$ cat config.mk
export PLATFORM = sky130hd
export DESIGN_NAME = dmac_chain_ctrl
export DESIGN_NICKNAME = d
export VERILOG_FILES = /design/src/rtl/dmac_chain_pkg.sv /design/src/rtl/dmac_ptr_half.sv /design/src/rtl/dmac_chain_decide.sv /design/src/rtl/dmac_reg_rd.sv /design/src/rtl/dmac_chain_ctrl.sv
export SDC_FILE = /design/constraint.sdc
export NUM_CORES = 1
export LEC_CHECK = 0
export BUFFER_PORTS_ARGS = -buffer_cell sky130_fd_sc_hd__buf_2
export CORE_MARGIN = 2
export CORE_UTILIZATION = 40
export CTS_BUF_LIST = sky130_fd_sc_hd__clkbuf_16
export CTS_CLUSTER_SIZE = 25
export DETAILED_ROUTE_END_ITERATION = 8
export SYNTH_ARGS = -nofsm -noshare
export SYNTH_HDL_FRONTEND = slang
export SYNTH_HIERARCHICAL = 1
export SYNTH_SLANG_ARGS = --single-unit
$ cat constraint.sdc
create_clock -name clk -period 2 [get_ports clk]
set_input_delay 0.4 -clock clk [delete_from_list [all_inputs] [get_ports clk]]
set_output_delay 0.4 -clock clk [all_outputs]
set_load 0.01 [all_outputs]
$ cat src/rtl/dmac_chain_pkg.sv
package dmac_chain_pkg;
   // register offsets on the software bus
   localparam int unsigned OFS_CUR_LO = 0;
   localparam int unsigned OFS_CUR_HI = 1;
   localparam int unsigned OFS_NXT_LO = 2;
   localparam int unsigned OFS_NXT_HI = 3;
   localparam int unsigned OFS_STAT   = 4;
   localparam int unsigned STAT_CHAIN_BIT = 0;

   // index of each pointer half inside the packed half arrays
   localparam int unsigned HALF_LO = 0;
   localparam int unsigned HALF_HI = 1;
   localparam int unsigned N_HALVES = 2;

   typedef enum logic [1:0] {
      JUDGE_EITHER = 2'b00,
      JUDGE_HI     = 2'b01,
      JUDGE_LO     = 2'b10,
      JUDGE_NONE   = 2'b11
   } judge_e;
endpackage

$ cat src/rtl/dmac_ptr_half.sv
module dmac_ptr_half #(
   parameter int unsigned HALF_W = 32
) (
   input  logic              clk,
   input  logic              rst_n,
   input  logic              wr_nxt,
   input  logic [HALF_W-1:0] wdata,
   input  logic              chain_go,
   output logic [HALF_W-1:0] nxt_after,
   output logic [HALF_W-1:0] nxt_q,
   output logic [HALF_W-1:0] cur_q
);
   // value the next half holds once this cycle's write lands
   assign nxt_after = wr_nxt ? wdata : nxt_q;

   always_ff @(posedge clk or negedge rst_n) begin
      if (!rst_n) begin
         nxt_q <= '0;
         cur_q <= '0;
      end else if (chain_go) begin
         cur_q <= nxt_after;
         nxt_q <= '0;
      end else if (wr_nxt) begin
         nxt_q <= wdata;
      end
   end
endmodule

$ cat src/rtl/dmac_chain_decide.sv
module dmac_chain_decide
   import dmac_chain_pkg::*;
#(
   parameter int unsigned HALF_W = 32
) (
   input  logic              run_i,
   input  logic              err_i,
   input  logic              dis_lo_i,
   input  logic              dis_hi_i,
   input  logic              wr_lo,
   input  logic              wr_hi,
   input  logic [HALF_W-1:0] lo_after,
   input  logic [HALF_W-1:0] hi_after,
   output logic              chain_go
);
   logic   idle;
   logic   lo_nz, hi_nz;
   judge_e mode;

   assign idle  = !run_i && !err_i;
   assign lo_nz = |lo_after;
   assign hi_nz = |hi_after;
   assign mode  = judge_e'({dis_hi_i, dis_lo_i});

   always_comb begin
      chain_go = 1'b0;
      if (idle) begin
         unique case (mode)
            JUDGE_EITHER: chain_go = (wr_lo || wr_hi) && (lo_nz || hi_nz);
            JUDGE_HI:     chain_go = wr_hi && hi_nz;
            JUDGE_LO:     chain_go = wr_lo && lo_nz;
            JUDGE_NONE:   chain_go = 1'b0;
            default:      chain_go = 1'b0;
         endcase
      end
   end
endmodule

$ cat src/rtl/dmac_reg_rd.sv
module dmac_reg_rd
   import dmac_chain_pkg::*;
#(
   parameter int unsigned HALF_W = 32,
   parameter int unsigned ADDR_W = 3
) (
   input  logic [ADDR_W-1:0] addr,
   input  logic [HALF_W-1:0] cur_lo,
   input  logic [HALF_W-1:0] cur_hi,
   input  logic [HALF_W-1:0] nxt_lo,
   input  logic [HALF_W-1:0] nxt_hi,
   input  logic              chain,
   output logic [HALF_W-1:0] rdata
);
   always_comb begin
      rdata = '0;
      if (addr == ADDR_W'(OFS_CUR_LO))      rdata = cur_lo;
      else if (addr == ADDR_W'(OFS_CUR_HI)) rdata = cur_hi;
      else if (addr == ADDR_W'(OFS_NXT_LO)) rdata = nxt_lo;
      else if (addr == ADDR_W'(OFS_NXT_HI)) rdata = nxt_hi;
      else if (addr == ADDR_W'(OFS_STAT))   rdata[STAT_CHAIN_BIT] = chain;
   end
endmodule

$ cat src/rtl/dmac_chain_ctrl.sv
module dmac_chain_ctrl
   import dmac_chain_pkg::*;
#(
   parameter int unsigned HALF_W = 32,
   parameter int unsigned ADDR_W = 3
) (
   input  logic                  clk,
   input  logic                  rst_n,
   input  logic                  reg_wr,
   input  logic [ADDR_W-1:0]     reg_addr,
   input  logic [HALF_W-1:0]     reg_wdata,
   output logic [HALF_W-1:0]     reg_rdata,
   input  logic                  run_i,
   input  logic                  err_i,
   input  logic                  dis_lo_i,
   input  logic                  dis_hi_i,
   output logic [2*HALF_W-1:0]   cur_ptr_o,
   output logic                  chain_o,
   output logic                  start_o
);
   localparam int unsigned PTR_W = N_HALVES * HALF_W;

   generate
      if (HALF_W < 8 || HALF_W > 64) begin : g_bad_width
         $error("dmac_chain_ctrl: HALF_W must be within 8..64");
      end
      if ((1 << ADDR_W) <= OFS_STAT) begin : g_bad_addr
         $error("dmac_chain_ctrl: ADDR_W too narrow for the status offset");
      end
   endgenerate

   logic [N_HALVES-1:0]             wr_half;
   logic [N_HALVES-1:0][HALF_W-1:0] nxt_after, nxt_q, cur_q;
   logic                            chain_go;
   logic                            stat_clr;
   logic                            chain_q, start_q;

   assign wr_half[HALF_LO] = reg_wr && (reg_addr == ADDR_W'(OFS_NXT_LO));
   assign wr_half[HALF_HI] = reg_wr && (reg_addr == ADDR_W'(OFS_NXT_HI));

   genvar gi;
   generate
      for (gi = 0; gi < N_HALVES; gi++) begin : g_half
         dmac_ptr_half #(.HALF_W(HALF_W)) half_i (
            .clk       (clk),
            .rst_n     (rst_n),
            .wr_nxt    (wr_half[gi]),
            .wdata     (reg_wdata),
            .chain_go  (chain_go),
            .nxt_after (nxt_after[gi]),
            .nxt_q     (nxt_q[gi]),
            .cur_q     (cur_q[gi])
         );
      end
   endgenerate

   dmac_chain_decide #(.HALF_W(HALF_W)) decide_i (
      .run_i    (run_i),
      .err_i    (err_i),
      .dis_lo_i (dis_lo_i),
      .dis_hi_i (dis_hi_i),
      .wr_lo    (wr_half[HALF_LO]),
      .wr_hi    (wr_half[HALF_HI]),
      .lo_after (nxt_after[HALF_LO]),
      .hi_after (nxt_after[HALF_HI]),
      .chain_go (chain_go)
   );

   assign stat_clr = reg_wr && (reg_addr == ADDR_W'(OFS_STAT))
                     && reg_wdata[STAT_CHAIN_BIT];

   always_ff @(posedge clk or negedge rst_n) begin
      if (!rst_n) begin
         chain_q <= 1'b0;
         start_q <= 1'b0;
      end else begin
         start_q <= chain_go;
         if (chain_go)      chain_q <= 1'b1;
         else if (stat_clr) chain_q <= 1'b0;
      end
   end

   dmac_reg_rd #(.HALF_W(HALF_W), .ADDR_W(ADDR_W)) rd_i (
      .addr   (reg_addr),
      .cur_lo (cur_q[HALF_LO]),
      .cur_hi (cur_q[HALF_HI]),
      .nxt_lo (nxt_q[HALF_LO]),
      .nxt_hi (nxt_q[HALF_HI]),
      .chain  (chain_q),
      .rdata  (reg_rdata)
   );

   assign cur_ptr_o = PTR_W'(cur_q);
   assign chain_o   = chain_q;
   assign start_o   = start_q;

   // a write while running is never followed by a start
   a_r2_run_quiet : assert property (@(posedge clk) disable iff (!rst_n)
      (reg_wr && run_i) |=> !start_o);
   // a write while the error flag is up is never followed by a start
   a_r3_err_quiet : assert property (@(posedge clk) disable iff (!rst_n)
      (reg_wr && err_i) |=> !start_o);
   // both halves disabled means no start
   a_r9_all_disabled : assert property (@(posedge clk) disable iff (!rst_n)
      (dis_lo_i && dis_hi_i) |=> !start_o);
   // during the pulse the next pointer is empty and the flag is set
   a_r4_next_emptied : assert property (@(posedge clk) disable iff (!rst_n)
      start_o |-> (nxt_q == '0 && chain_o));
   // the current pointer moves only at a chaining edge
   a_r4_cur_held : assert property (@(posedge clk) disable iff (!rst_n)
      !start_o |-> $stable(cur_ptr_o));
   // every pulse comes from a write accepted one edge before
   a_r5_pulse_after_write : assert property (@(posedge clk) disable iff (!rst_n)
      start_o |-> $past(reg_wr));
endmodule

Word level (Yosys, flattened, before mapping)
Cells that the tools add are included.
{"block": "totals", "reg_bits": 130, "out_inout_bits": 98, "word_cells": 44}
{"block": "classes", "eq_ne": 7, "n_mux": 14, "reduce_logical": 17}
{"operator": "$mux W32", "count": 7}
{"operator": "$reduce_or A32 Y1", "count": 2}
{"operator": "$mux W31", "count": 1}
{"operator": "$logic_and A1 B1 Y1", "count": 8}
{"operator": "$eq A3 B2 Y1 const B", "count": 2}
{"operator": "$mux W1", "count": 5}
{"operator": "$eq A2 B2 Y1 const B", "count": 2}
{"operator": "$pmux W1 S4", "count": 1}
{"operator": "$eq A3 B1 Y1 const B", "count": 1}
{"operator": "$eq A3 B3 Y1 const B", "count": 1}
{"operator": "$logic_not A3 Y1", "count": 1}
{"operator": "$eq A2 B1 Y1 const B", "count": 1}
{"operator": "$logic_not A1 Y1", "count": 2}
{"operator": "$logic_not A2 Y1", "count": 1}
{"operator": "$logic_or A1 B1 Y1", "count": 2}
{"operator": "$reduce_bool A2 Y1", "count": 1}

Logic depth before layout (Yosys ltp)
{"block": "depth", "word_depth": 9, "ltp_mapped": 14}

Cells and area by module
Netlist, hierarchy kept.
{"module": "dmac_ptr_half", "n_inst": 2, "cells_per_inst": 239, "area_per_inst_um2": 2578.7, "seq_area_each_um2": 1601.5}
{"module": "dmac_reg_rd", "n_inst": 1, "cells_per_inst": 79, "area_per_inst_um2": 1016.0, "seq_area_each_um2": 0.0}
{"module": "dmac_chain_decide", "n_inst": 1, "cells_per_inst": 29, "area_per_inst_um2": 186.4, "seq_area_each_um2": 0.0}
{"module": "dmac_chain_ctrl", "n_inst": 1, "cells_per_inst": 9, "area_per_inst_um2": 88.8, "seq_area_each_um2": 50.0}

Worst setup path after synthesis
OpenSTA, ideal clock, no wires.
{"block": "synth_timing", "kind": "in2reg", "start": "input reg_wr", "end": "register g_half[0].half_i.cur_q[13]", "setup_time_ps": 77, "t_arrival_ps": 2644, "required_time_ps": 1923, "path_slack_ps": -721, "cell_stages": 14, "n_path_buf": 5, "path_cell_list": "nand2_1 -> nor3b_1 -> buf_6 -> buf_8 -> mux2i_1 -> inv_1 -> nor4_1 -> nand4_1 -> nor3_1 -> o21ai_1 -> buf_4 -> buf_6 -> clkbuf_1 -> a21oi_1"}
{"element": "start, declared", "line_no": "dmac_chain_ctrl.sv:9", "source": "input logic reg_wr,"}
{"element": "end signal, assigned", "line_no": "dmac_ptr_half.sv:21", "source": "cur_q <= nxt_after;"}
{"element": "end, declared", "line_no": "dmac_ptr_half.sv:11", "source": "output logic [HALF_W-1:0] cur_q"}

==> results summary <==
The run finished, with violations left. The final reports fail on negative setup slack. The initial core utilization came out at 40.7%.

After the last flow step, the layout net total stands at 911. The HPWL after detailed placement came out at 12300 um. By area the synthesized netlist is led by sky130_fd_sc_hd__dfrtp_1 (50%), sky130_fd_sc_hd__mux4_2 (11%), sky130_fd_sc_hd__mux2i_1 (8.5%), sky130_fd_sc_hd__nor2_1 (7.6%), sky130_fd_sc_hd__a21oi_1 (5.0%). Adding up every negative setup slack in the final design gives -91.19 ns. The number of different library cells used by synthesis comes to 30.

The highest clock rate is 0.359 GHz. The global-route met2 utilization came out at 36.9%. Setup repair after global routing could not meet its margin everywhere.

The share of the core filled with cells in the final layout is 62.7%. For the worst setup path, the data arrival time is 3.09 ns. The number of synthesized register bits came out at 130. The net count after synthesis is 637. In this run the tool buffered the top-level ports with 139 buffer cells. The met1 routing resource usage after global routing came out at 29.0%. The total count of hold-check failures in the final report came to 0. The congestion estimate from routability-driven global placement came to 0.806. The synthesized area per cell came out at 10.8 um^2. The global routing stage identified its most utilized layer as met2. Summing the areas of all compound-gate instances in the mapped netlist gives 5.72% of the synthesized area. The category of the worst setup path capture point is a flop.

The total global routing overflow came out at 0. The total wirelength of the detailed-routed design came out at 19300 um. The transition at the pin with the smallest max-transition slack is 0.591 ns. The number of buffers on the longest clock path came out at 2. The tree is rooted in a sky130_fd_sc_hd__clkbuf_16. Among all stages on the critical path, the largest delay is contributed by sky130_fd_sc_hd__nor4_2. In the routed layout, each cell is associated on average with a via count of 4.97. The data required time at the worst endpoint is 2.30 ns.

The max-slew violation count was 0. The power consumption came out at 11.1 mW. On the final layout, the worst hold slack is 0.185 ns.

The critical setup path kind is input port to flop. Grouping stages by cell kind, the critical path spends the most delay in buffers and inverters. In this run the biggest area consumer among cell types represents 50.4% of the synthesized area. The number of flops mapped to enable cells by yosys came out at 0. The number of standard cells after synthesis came out at 595. The total placed instance area came out at 0.00835 mm^2.

In the synthesized netlist the dominant register cell turns out to be sky130_fd_sc_hd__dfrtp_1. The critical path buffer and inverter count is 8. The count of cells in the finished layout, fillers not included, comes to 1097.

The synthesized netlist devotes 0% of its cell area to XOR and XNOR gates. The core region area is 0.0158 mm^2. The worst-path maximum fanout is 9.

The number of placement rows is 46. The count of nets left with antenna violations once routing finished came out at 0. The global-route usage over all layers came out at 22.3%. The layout-stage area growth over the synthesis result came out at 53.8%.

The number of ports placed on the die boundary is 140. OpenSTA, run right after detailed placement, puts the worst setup slack at -1.44 ns. The vias after detailed routing came out at 5452.

The synthesized cell area is 0.00645 mm^2. The worst clock skew is 0.00954 ns. The die area came out at 0.0172 mm^2. The largest stage delay on the critical path came out at 0.35 ns.

The number of maximum-capacitance violations is 0. The final number of setup-violating endpoints is 161. The post-route clock period utilization came out at 139%. The largest area contributor in the netlist is sky130_fd_sc_hd__dfrtp_1. The number of antenna cells inserted came out at 0. The fraction of met3 tracks used by global routing is 5.13%. The commonest cells after synthesis are sky130_fd_sc_hd__dfrtp_1 (130), sky130_fd_sc_hd__nor2_1 (130), sky130_fd_sc_hd__inv_1 (66). After synthesis, flip-flops and latches occupy 50.4% of the total area. The number of global-route vias before repair was 5550.

Counting I/O delays and the setup requirement, the final critical path takes 2.79 ns. The peak ir drop on the vdd network came out at 681 uV. For this run, asynchronously set or reset flops after synthesis account for 100%. The mux contribution to synthesized area is 21.7%.

The ratio of cells with drive above 1 in the final layout came out at 52.0%. The standby leakage power came out at 4.80 nW. The initial antenna violation count was 0. The length of the first detailed-routing pass in iterations is 4. The clock edge transition at the registers on the reported setup and hold paths is 0.06 ns. The dominant combinational cell family by area after synthesis is multiplexers. The final critical-path setup slack is -0.788 ns. The post-route standard cell area excluding fillers came out at 0.00992 mm^2. The count of H-tree levels built during CTS came out at 4. The average routed wire per standard cell came out at 17.6 um. From left edge to right edge, the die measures 131 um. Of the total synthesized cell area, the portion taken by AND, OR, NAND and NOR gates is 13.5%. The global-route wire length before repair is 28700 um. In the routed design, unresolved DRC markers number 0.

Entering global routing, the biggest net connects 55 pins. The power density of the placed cells is 1120 mW/mm^2. The Yosys step of the flow raised 6 warnings. Walking the worst path, the cells encountered are buf_4, nor3_4, buf_4, buf_12, mux2i_1, inv_1, nor4_2, buf_4, nand4_1, o21ai_0, buf_4, o21ai_4, buf_6, buf_12, nor2_4, a21oi_1.

The number of clock sinks is 130. The cell count after placement came out at 1038. In this run, CTS created clock tree buffers numbering 17. The latest clock arrival within the worst-skew pair came out at 0.42 ns.

In this run the worst hold path is classified as input port to flop. The post-synthesis adder-cell area fraction is 0%. The worst max-slew margin expressed relative to the limit came out at 60.6%. STA classifies the critical path startpoint as an input port. TritonCTS built the clock tree.

The number of design-rule violations left by the first detailed-router iteration is 290. The floorplan die height is 131 um. Among the stages of the critical path, the cell type that occurs most often is sky130_fd_sc_hd__buf_4.
routing by layer:
layer | routed length [um] | vias up
met5 | 0 | -
met4 | 285 | 0
met3 | 955 | 25
met2 | 9830 | 153
met1 | 8230 | 2715
li1 | - | 2559
final cells by class:
type | instances | area [um^2]
fillers | 1262 | 5910
multi-input cells | 359 | 3260
flip-flops and latches | 130 | 3250
repair buffers | 295 | 2350
clock buffers | 17 | 425
well taps | 216 | 270
inverters | 66 | 248
clock inverters | 14 | 109
placed cells by master (no fill, tap or decap), types with 19 or more instances in the layout:
cell                        count
sky130_fd_sc_hd__nor2b_1       19
sky130_fd_sc_hd__mux2i_1       41
sky130_fd_sc_hd__a21oi_1       45
sky130_fd_sc_hd__clkbuf_16     19
sky130_fd_sc_hd__a21oi_2       19
sky130_fd_sc_hd__inv_1         69
sky130_fd_sc_hd__buf_6         36
sky130_fd_sc_hd__buf_2        122
sky130_fd_sc_hd__dfrtp_1      130
sky130_fd_sc_hd__buf_4        112
sky130_fd_sc_hd__nor2_4        23
sky130_fd_sc_hd__nor2_1        94
sky130_fd_sc_hd__mux4_2        31
cell families after synthesis:
logic type / Yosys count
and+or+nand+nor: 190
AOI/OAI and AO/OA: 71
buffers and inverters: 107
DFF: 130
muxes: 97
where the power goes:
part,leakage (nW),switching [mW],internal [mW],total [mW]
Clock,0.282,1.10,1.77,2.88
Combinational,2.93,1.83,2.26,4.10
Sequential,1.58,0.690,3.41,4.10
worst paths after layout:
kind                       slack [ns]  cells after the start                       start                         end
setup / recovery                -0.79                     16                 reg_addr[0]   g_half[1].half_i/cur_q[3]
hold / removal                   0.19                      2                      reg_wr                     chain_o
setup reg to reg                -0.48                     12   g_half[1].half_i/nxt_q[1]   g_half[1].half_i/cur_q[3]
hold reg to reg                  0.53                      2  g_half[0].half_i/cur_q[18]  g_half[0].half_i/cur_q[18]
max in group asynchronous        0.91                      3                       rst_n   g_half[0].half_i/cur_q[8]
min in group asynchronous        0.46                      2                       rst_n  g_half[0].half_i/cur_q[11]
worst register-to-register path, cell delays in order, from the launching register on:
cell                      delay, ns
sky130_fd_sc_hd__dfrtp_1       0.38
sky130_fd_sc_hd__mux2i_1       0.20
sky130_fd_sc_hd__inv_1         0.11
sky130_fd_sc_hd__nor4_4        0.34
sky130_fd_sc_hd__buf_4         0.16
sky130_fd_sc_hd__nand4_1       0.13
sky130_fd_sc_hd__buf_4         0.18
sky130_fd_sc_hd__nor3_4        0.23
sky130_fd_sc_hd__o21ai_4       0.18
sky130_fd_sc_hd__buf_6         0.16
sky130_fd_sc_hd__buf_12        0.14
sky130_fd_sc_hd__nor2_4        0.09
sky130_fd_sc_hd__a21oi_1       0.05
state kept, by name, summed over array words and instances (netlist names):
register and cells:
chain_o 1, g_half.half_i/cur_q 64, g_half.half_i/nxt_q 64, start_o 1
repair_timing:
item	CTS	global route
hold endpoints to repair	25	0
setup endpoints to repair	162	162
hold buffers	1	0
resized for setup	36	135
cloned	5	4
pin swaps	3	19
buffers inserted	10	22
Note: power is estimated with default switching activity, not from simulation.
